--- src/rtl/dcb_pkg.sv ---
package dcb_pkg;

    localparam int MODE_W = 2;

    localparam logic [MODE_W-1:0] MODE_RUN  = 2'b00;
    localparam logic [MODE_W-1:0] MODE_STOP = 2'b01;
    localparam logic [MODE_W-1:0] MODE_STBY = 2'b10;

    typedef enum logic [1:0] {
        CORE_RUN   = 2'd0,
        CORE_SLEEP = 2'd1,
        CORE_STOP  = 2'd2,
        CORE_HOLD  = 2'd3
    } core_st_e;

    typedef enum logic [1:0] {
        SYS_RUN    = 2'd0,
        SYS_SETTLE = 2'd1,
        SYS_STOP   = 2'd2,
        SYS_STBY   = 2'd3
    } sys_st_e;

endpackage

--- src/rtl/dcb_boot_ctrl.sv ---
module dcb_boot_ctrl (
    input  logic clk,
    input  logic rst_n,
    input  logic boot_set,
    input  logic boot_clr,
    input  logic s_access,
    input  logic ill_clr,
    input  logic s_wake,
    input  logic sec_hold,
    output logic boot_flag,
    output logic illegal,
    output logic wake_pend
);

    logic flag_q;
    logic ill_q;
    logic pend_q;

    always_ff @(posedge clk or negedge rst_n) begin
        if (!rst_n) begin
            flag_q <= 1'b0;
        end else if (boot_set) begin
            flag_q <= 1'b1;
        end else if (boot_clr) begin
            flag_q <= 1'b0;
        end
    end

    always_ff @(posedge clk or negedge rst_n) begin
        if (!rst_n) begin
            ill_q <= 1'b0;
        end else if (s_access && sec_hold) begin
            ill_q <= 1'b1;
        end else if (ill_clr) begin
            ill_q <= 1'b0;
        end
    end

    always_ff @(posedge clk or negedge rst_n) begin
        if (!rst_n) begin
            pend_q <= 1'b0;
        end else if (s_wake && sec_hold) begin
            pend_q <= 1'b1;
        end else if (!sec_hold) begin
            pend_q <= 1'b0;
        end
    end

    assign boot_flag = flag_q;
    assign illegal   = ill_q;
    assign wake_pend = pend_q;


    ill_set_chk: assert property (@(posedge clk) disable iff (!rst_n)
        (s_access && sec_hold) |=> illegal);


    flag_set_chk: assert property (@(posedge clk) disable iff (!rst_n)
        boot_set |=> boot_flag);


    pend_hold_chk: assert property (@(posedge clk) disable iff (!rst_n)
        (s_wake && sec_hold) |=> wake_pend);

endmodule

--- src/rtl/dcb_core_fsm.sv ---
module dcb_core_fsm
    import dcb_pkg::*;
#(
    parameter bit SECONDARY = 1'b0
) (
    input  logic     clk,
    input  logic     rst_n,
    input  logic     sleep_req,
    input  logic     stop_req,
    input  logic     wake,
    input  logic     boot_flag,
    input  logic     wake_pend,
    output core_st_e state,
    output logic     clk_en,
    output logic     run_en
);

    localparam core_st_e RESET_ST = SECONDARY ? CORE_HOLD : CORE_RUN;

    core_st_e state_q;
    core_st_e state_d;
    logic     booted_q;

    always_comb begin
        state_d = state_q;
        unique case (state_q)
            CORE_RUN: begin
                if (stop_req && (SECONDARY || !boot_flag)) begin
                    state_d = CORE_STOP;
                end else if (sleep_req) begin
                    state_d = CORE_SLEEP;
                end
            end
            CORE_SLEEP: begin
                if (wake) begin
                    state_d = CORE_RUN;
                end
            end
            CORE_STOP: begin
                if (SECONDARY && !boot_flag) begin
                    state_d = CORE_HOLD;
                end else if (wake) begin
                    state_d = CORE_RUN;
                end
            end
            CORE_HOLD: begin
                if (!SECONDARY) begin
                    state_d = CORE_RUN;
                end else if (boot_flag && (!booted_q || wake_pend)) begin
                    state_d = CORE_RUN;
                end
            end
        endcase
    end

    always_ff @(posedge clk or negedge rst_n) begin
        if (!rst_n) begin
            state_q  <= RESET_ST;
            booted_q <= 1'b0;
        end else begin
            state_q <= state_d;
            if (state_q == CORE_HOLD && state_d == CORE_RUN) begin
                booted_q <= 1'b1;
            end
        end
    end

    always_comb begin
        clk_en = 1'b0;
        run_en = 1'b0;
        unique case (state_q)
            CORE_RUN: begin
                clk_en = 1'b1;
                run_en = 1'b1;
            end
            CORE_SLEEP: begin
                run_en = 1'b1;
            end
            CORE_STOP, CORE_HOLD: begin
                clk_en = 1'b0;
            end
        endcase
    end

    assign state = state_q;


    prim_stop_gate_chk: assert property (@(posedge clk) disable iff (!rst_n)
        (!SECONDARY && state_q == CORE_RUN && boot_flag) |=> (state_q != CORE_STOP));


    hold_return_chk: assert property (@(posedge clk) disable iff (!rst_n)
        (SECONDARY && state_q == CORE_STOP && !boot_flag) |=> (state_q == CORE_HOLD));


    hold_gate_chk: assert property (@(posedge clk) disable iff (!rst_n)
        (SECONDARY && state_q == CORE_HOLD && !boot_flag) |=> (state_q == CORE_HOLD));

endmodule

--- src/rtl/dcb_sys_mode.sv ---
module dcb_sys_mode
    import dcb_pkg::*;
#(
    parameter int STOP_SETTLE = 8
) (
    input  logic              clk,
    input  logic              rst_n,
    input  core_st_e          p_state,
    input  core_st_e          s_state,
    input  logic              any_wake,
    input  logic              stby_req,
    output logic [MODE_W-1:0] sys_mode
);

    localparam int CNT_W = $clog2(STOP_SETTLE + 1);
    localparam logic [CNT_W-1:0] LAST = CNT_W'(STOP_SETTLE - 1);

    sys_st_e          state_q;
    sys_st_e          state_d;
    logic [CNT_W-1:0] cnt_q;
    logic [CNT_W-1:0] cnt_d;
    logic             all_stop;

    assign all_stop = (p_state == CORE_STOP) &&
                      ((s_state == CORE_STOP) || (s_state == CORE_HOLD));

    always_comb begin
        state_d = state_q;
        cnt_d   = cnt_q;
        unique case (state_q)
            SYS_RUN: begin
                if (all_stop && !any_wake) begin
                    state_d = SYS_SETTLE;
                    cnt_d   = '0;
                end
            end
            SYS_SETTLE: begin
                if (any_wake || !all_stop) begin
                    state_d = SYS_RUN;
                end else if (cnt_q == LAST) begin
                    state_d = stby_req ? SYS_STBY : SYS_STOP;
                end else begin
                    cnt_d = cnt_q + 1'b1;
                end
            end
            SYS_STOP, SYS_STBY: begin
                if (any_wake || !all_stop) begin
                    state_d = SYS_RUN;
                end
            end
        endcase
    end

    always_ff @(posedge clk or negedge rst_n) begin
        if (!rst_n) begin
            state_q <= SYS_RUN;
            cnt_q   <= '0;
        end else begin
            state_q <= state_d;
            cnt_q   <= cnt_d;
        end
    end

    always_comb begin
        unique case (state_q)
            SYS_STOP: sys_mode = MODE_STOP;
            SYS_STBY: sys_mode = MODE_STBY;
            SYS_RUN, SYS_SETTLE: sys_mode = MODE_RUN;
        endcase
    end


    settle_exit_chk: assert property (@(posedge clk) disable iff (!rst_n)
        (state_q == SYS_SETTLE && cnt_q == LAST && all_stop && !any_wake)
            |=> (sys_mode != MODE_RUN));


    wake_exit_chk: assert property (@(posedge clk) disable iff (!rst_n)
        (any_wake && (state_q == SYS_STOP || state_q == SYS_STBY))
            |=> (sys_mode == MODE_RUN));

endmodule

--- src/rtl/dual_core_boot_seq.sv ---
module dual_core_boot_seq
    import dcb_pkg::*;
#(
    parameter int STOP_SETTLE = 8
) (
    input  logic              clk,
    input  logic              rst_n,
    input  logic              p_sleep_req,
    input  logic              p_stop_req,
    input  logic              p_wake,
    input  logic              s_sleep_req,
    input  logic              s_stop_req,
    input  logic              s_wake,
    input  logic              boot_set,
    input  logic              boot_clr,
    input  logic              stby_req,
    input  logic              s_access,
    input  logic              ill_clr,
    output logic              p_clk_en,
    output logic              p_run_en,
    output logic              s_clk_en,
    output logic              s_run_en,
    output logic [MODE_W-1:0] sys_mode,
    output logic              boot_flag,
    output logic              boot_status,
    output logic              illegal
);

    core_st_e p_state;
    core_st_e s_state;
    logic     wake_pend;
    logic     p_wake_eff;
    logic     sec_hold;

    assign sec_hold    = (s_state == CORE_HOLD);
    assign p_wake_eff  = p_wake | (s_wake & ~boot_flag);
    assign boot_status = ~sec_hold;

    dcb_boot_ctrl u_boot (
        .clk       (clk),
        .rst_n     (rst_n),
        .boot_set  (boot_set),
        .boot_clr  (boot_clr),
        .s_access  (s_access),
        .ill_clr   (ill_clr),
        .s_wake    (s_wake),
        .sec_hold  (sec_hold),
        .boot_flag (boot_flag),
        .illegal   (illegal),
        .wake_pend (wake_pend)
    );

    dcb_core_fsm #(.SECONDARY(1'b0)) u_core_p (
        .clk       (clk),
        .rst_n     (rst_n),
        .sleep_req (p_sleep_req),
        .stop_req  (p_stop_req),
        .wake      (p_wake_eff),
        .boot_flag (boot_flag),
        .wake_pend (1'b0),
        .state     (p_state),
        .clk_en    (p_clk_en),
        .run_en    (p_run_en)
    );

    dcb_core_fsm #(.SECONDARY(1'b1)) u_core_s (
        .clk       (clk),
        .rst_n     (rst_n),
        .sleep_req (s_sleep_req),
        .stop_req  (s_stop_req),
        .wake      (s_wake),
        .boot_flag (boot_flag),
        .wake_pend (wake_pend),
        .state     (s_state),
        .clk_en    (s_clk_en),
        .run_en    (s_run_en)
    );

    dcb_sys_mode #(.STOP_SETTLE(STOP_SETTLE)) u_sys (
        .clk      (clk),
        .rst_n    (rst_n),
        .p_state  (p_state),
        .s_state  (s_state),
        .any_wake (p_wake | s_wake),
        .stby_req (stby_req),
        .sys_mode (sys_mode)
    );


    redirect_chk: assert property (@(posedge clk) disable iff (!rst_n)
        (s_wake && !boot_flag && !p_run_en) |=> p_clk_en);

endmodule

--- config.mk ---
export PLATFORM = sky130hd
export DESIGN_NAME = dual_core_boot_seq
export DESIGN_NICKNAME = d
export VERILOG_FILES = /design/src/rtl/dcb_pkg.sv /design/src/rtl/dcb_boot_ctrl.sv /design/src/rtl/dcb_core_fsm.sv /design/src/rtl/dcb_sys_mode.sv /design/src/rtl/dual_core_boot_seq.sv
export SDC_FILE = /design/constraint.sdc
export NUM_CORES = 1
export LEC_CHECK = 0
export ABC_AREA = 1
export BUFFER_PORTS_ARGS = -buffer_cell sky130_fd_sc_hd__buf_4
export CAP_MARGIN = 40
export CORE_MARGIN = 10
export CORE_UTILIZATION = 53
export CTS_BUF_LIST = sky130_fd_sc_hd__clkbuf_8
export DETAILED_ROUTE_END_ITERATION = 7
export GPL_TIMING_DRIVEN = 0
export PLACE_DENSITY = 0.88
export SLEW_MARGIN = 10
export SYNTH_ARGS = -nofsm -noshare
export SYNTH_HDL_FRONTEND = slang
export SYNTH_SLANG_ARGS = --single-unit
--- constraint.sdc ---
create_clock -name clk -period 1.4 [get_ports clk]
set_input_delay 0.28 -clock clk [delete_from_list [all_inputs] [get_ports clk]]
set_output_delay 0.28 -clock clk [all_outputs]
set_load 0.03 [all_outputs]
==> flow_metrics.tcl <==
set metrics [dict create \
    slew_headroom_pct 83.3 \
    p_per_area_mw_per_mm2 1640 \
    dr.pass1.iters 4 \
    cts-buffers-inserted 3 \
    core_sq_mm 0.00149 \
    p_comb_share_pct 48.0 \
    cts.sinks 14 \
    cts_tree "done" \
    synth_area_sq_um 827 \
    antennaDiodeCount 0 \
    gp_congestion 0.811 \
    fin_crit_ns 1.56 \
    htreeDepth 1 \
    reg2reg_slack_ns 0.03 \
    worst_slack_ns -0.161 \
    cp_slowest_cell "dfrtp_1" \
    synth_nets 122 \
    critPathMaxStageDelay_ns 0.42 \
    fin_cells 151 \
    finalCritPeriodShare_pct 112 \
    multi_input_area_sq_um 458 \
    status "finished with violations" \
    final_common_cell "nand2_1" \
    synth.yosys.seq_area_share_pct 42.7 \
    path_cells "inv_2, ha_4, or2_4, buf_6" \
    reg2reg_from "u_core_p.state[0]$_DFFE_PN0P_" \
    drv_slew 0 \
    vias 788 \
    mostFrequentLayoutCells "26 x nand2_1, 24 x buf_4, 12 x dfrtp_1" \
    setup_violations 2 \
    place_inst 141 \
    rsz0062_at_grt "yes" \
    root_buffer "clkbuf_8" \
    postPlaceCellArea_sq_mm 0.00101 \
    irDropWorstVdd_mv 1.19 \
    insertion_delay_ns 0.25 \
    fin_util_pct 77.6 \
    drc_errors 0 \
    ant_nets 0 \
    grt_first_pass_wirelength_um 3420 \
    path_class "reg -> out" \
    critPathRequiredTime_ns 1.12 \
    syn_area_per_cell_sq_um 7.95 \
    r2r-end "u_sys.cnt_q[0]$_DFFE_PN0P_" \
    die_w_um 59.5 \
    holdPathEnd "u_boot.illegal$_DFFE_PN0P_" \
    fmax_mhz 641 \
    worstPathArrival_ns 1.28 \
    die_area_sq_mm 0.00354 \
    area_delta_synth_final_pct 39.6 \
    nNetsFinal 154 \
    synthDistinctLibCells 23 \
    crit_start "u_core_p.state[0]$_DFFE_PN0P_" \
    synth_cells 104 \
    hold_start "ill_clr" \
    hpwl_um 1610 \
    p_sw_share_pct 39.4 \
    start_util_pct 55.5 \
    die_h_um 59.5 \
    cts_buffer_depth 2 \
    num_rows 14 \
    grt.overflow.total 0 \
    cap_violations 0 \
    pwr-share-seq_pct 31.2 \
    numPortBuffers 21 \
    clock_skew_ns 0.00833 \
    final-seq-area_sq_um 353 \
    wire_per_inst_um 14.3 \
    holdWs_ns 0.228 \
    reg2reg_depth 9 \
    p_leak_nw 0.580 \
    grt_pass1_vias 841 \
    ys_seq_elements 14 \
    failed_checks "negative setup slack" \
    yosysWarnings 0 \
    vias_per_cell 5.22 \
    clk_pin_slew_ns 0.06 \
    totalWireLength_um 2160 \
    drtIter0Drc 16 \
    io_pins 22 \
    drive_gt1_share_pct 40.0 \
    worstPathMaxFanout 3 \
    grt_max_degree 15 \
    whs_path_depth 2 \
    total_power_w 0.00190 \
    endpoint_kind "primary output" \
    power_switching_w 0.000748 \
    worstMarginPinSlew_ns 0.247 \
    p_int_w 0.00115 \
    start_kind "flip-flop" \
    fill_cells 102 \
    pwr-share-clk_pct 20.9 \
    hold_viol_final 0 \
    grt_util_all_layers_pct 11.9 \
    finalInstanceArea_sq_mm 0.00115 \
    hold_path.class "in -> reg" \
    antenna_found_initial 0 \
]
==> power groups by stage <==
stage / logic (W) / clock network [W] / registers, W
floorplan: 0.000458 / 0 / 0.000587
global placement: 0.000692 / 0 / 0.000575
detailed placement: 0.000726 / 0 / 0.000583
CTS: 0.000849 / 0.000392 / 0.000583
global route: 0.000979 / 0.000403 / 0.000601
finish: 0.000911 / 0.000396 / 0.000592
==> flip-flops by register name, summed over array words and instances (netlist names) <==
signal	count
u_boot.boot_flag	1
u_core_s.state	2
u_core_p.state	2
u_core_s.booted_q	1
u_boot.wake_pend	1
u_sys.cnt_q	4
u_sys.state_q	2
u_boot.illegal	1
==> cell families (layout without fill, tap and decap cells) <==
family	count (synthesis)	after routing	share of synthesized area, %
and+or+nand+nor	60	60	36.2
buffers and inverters	15	46	6.81
DFF	14	14	42.7
AOI/OAI and AO/OA	10	10	6.81
adders and majority gates	5	5	7.56
==> metal layers <==
layer	part of all wire [%]	vias up	track usage (%)
met5	0	-	0
met4	0.56	0	4.49
met3	7.1	2	3.86
met2	54	24	21.8
met1	39	371	12.2
li1	-	391	-
==> worst max-delay path by stage <==
stage	to	slack, ns	cells past startpoint
2_1_floorplan	p_run_en	0.05	3
3_3_place_gp	p_run_en	0.06	4
3_5_place_dp	p_run_en	0.04	4
4_1_cts	p_run_en	-0.10	4
5_1_grt	p_run_en	-0.19	4
6_report	p_run_en	-0.16	4
==> stage by stage <==
step           setup WS, ns  TNS, ns
5_1_grt              -0.186   -0.446
6_report             -0.161   -0.212
3_5_place_dp         0.0409        0
2_1_floorplan        0.0457        0
3_3_place_gp         0.0626        0
4_1_cts              -0.103   -0.103
==> final cells by class <==
cell class	count	share of cell area [%]
Tap cell	16	1.73
Inverter	15	4.88
Multi-Input combinational cell	75	39.7
Sequential cell	14	30.6
Timing Repair Buffer	27	18.4
Clock buffer	4	4.77
==> synthesized netlist by cell type, drive strengths merged <==
| cell | instances | area share (%) |
|---|---|---|
| o21ai | 6 | 3.6 |
| or2 | 1 | 0.76 |
| dfrtp | 12 | 36 |
| o21bai | 1 | 0.91 |
| dfstp | 2 | 6.4 |
| nand4 | 2 | 1.5 |
| nand3 | 10 | 7.9 |
| a21boi | 1 | 0.91 |
| nand2 | 30 | 14 |
| nor3 | 1 | 0.60 |
| nor2 | 14 | 9.4 |
| nand3b | 2 | 1.8 |
| a21oi | 1 | 0.60 |
| o22ai | 1 | 0.76 |
| clkinv | 1 | 0.45 |
| inv | 14 | 6.4 |
| ha | 5 | 7.6 |
==> timing repair <==
item	4_1_cts	5_1_grt
setup endpoints to repair	3	7
pin swaps	3	8
hold endpoints to repair	12	0
gates resized for setup	8	3
hold buffers	1	0
buffers inserted	4	1
==> worst max-delay path: cells and delay by family, from the launching register on <==
family        cells  cell delay [ns]
fa+ha+maj         1             0.16
flops             1             0.42
buf+inv           2             0.22
simple gates      1             0.24
(Power assumes the default switching activity.)
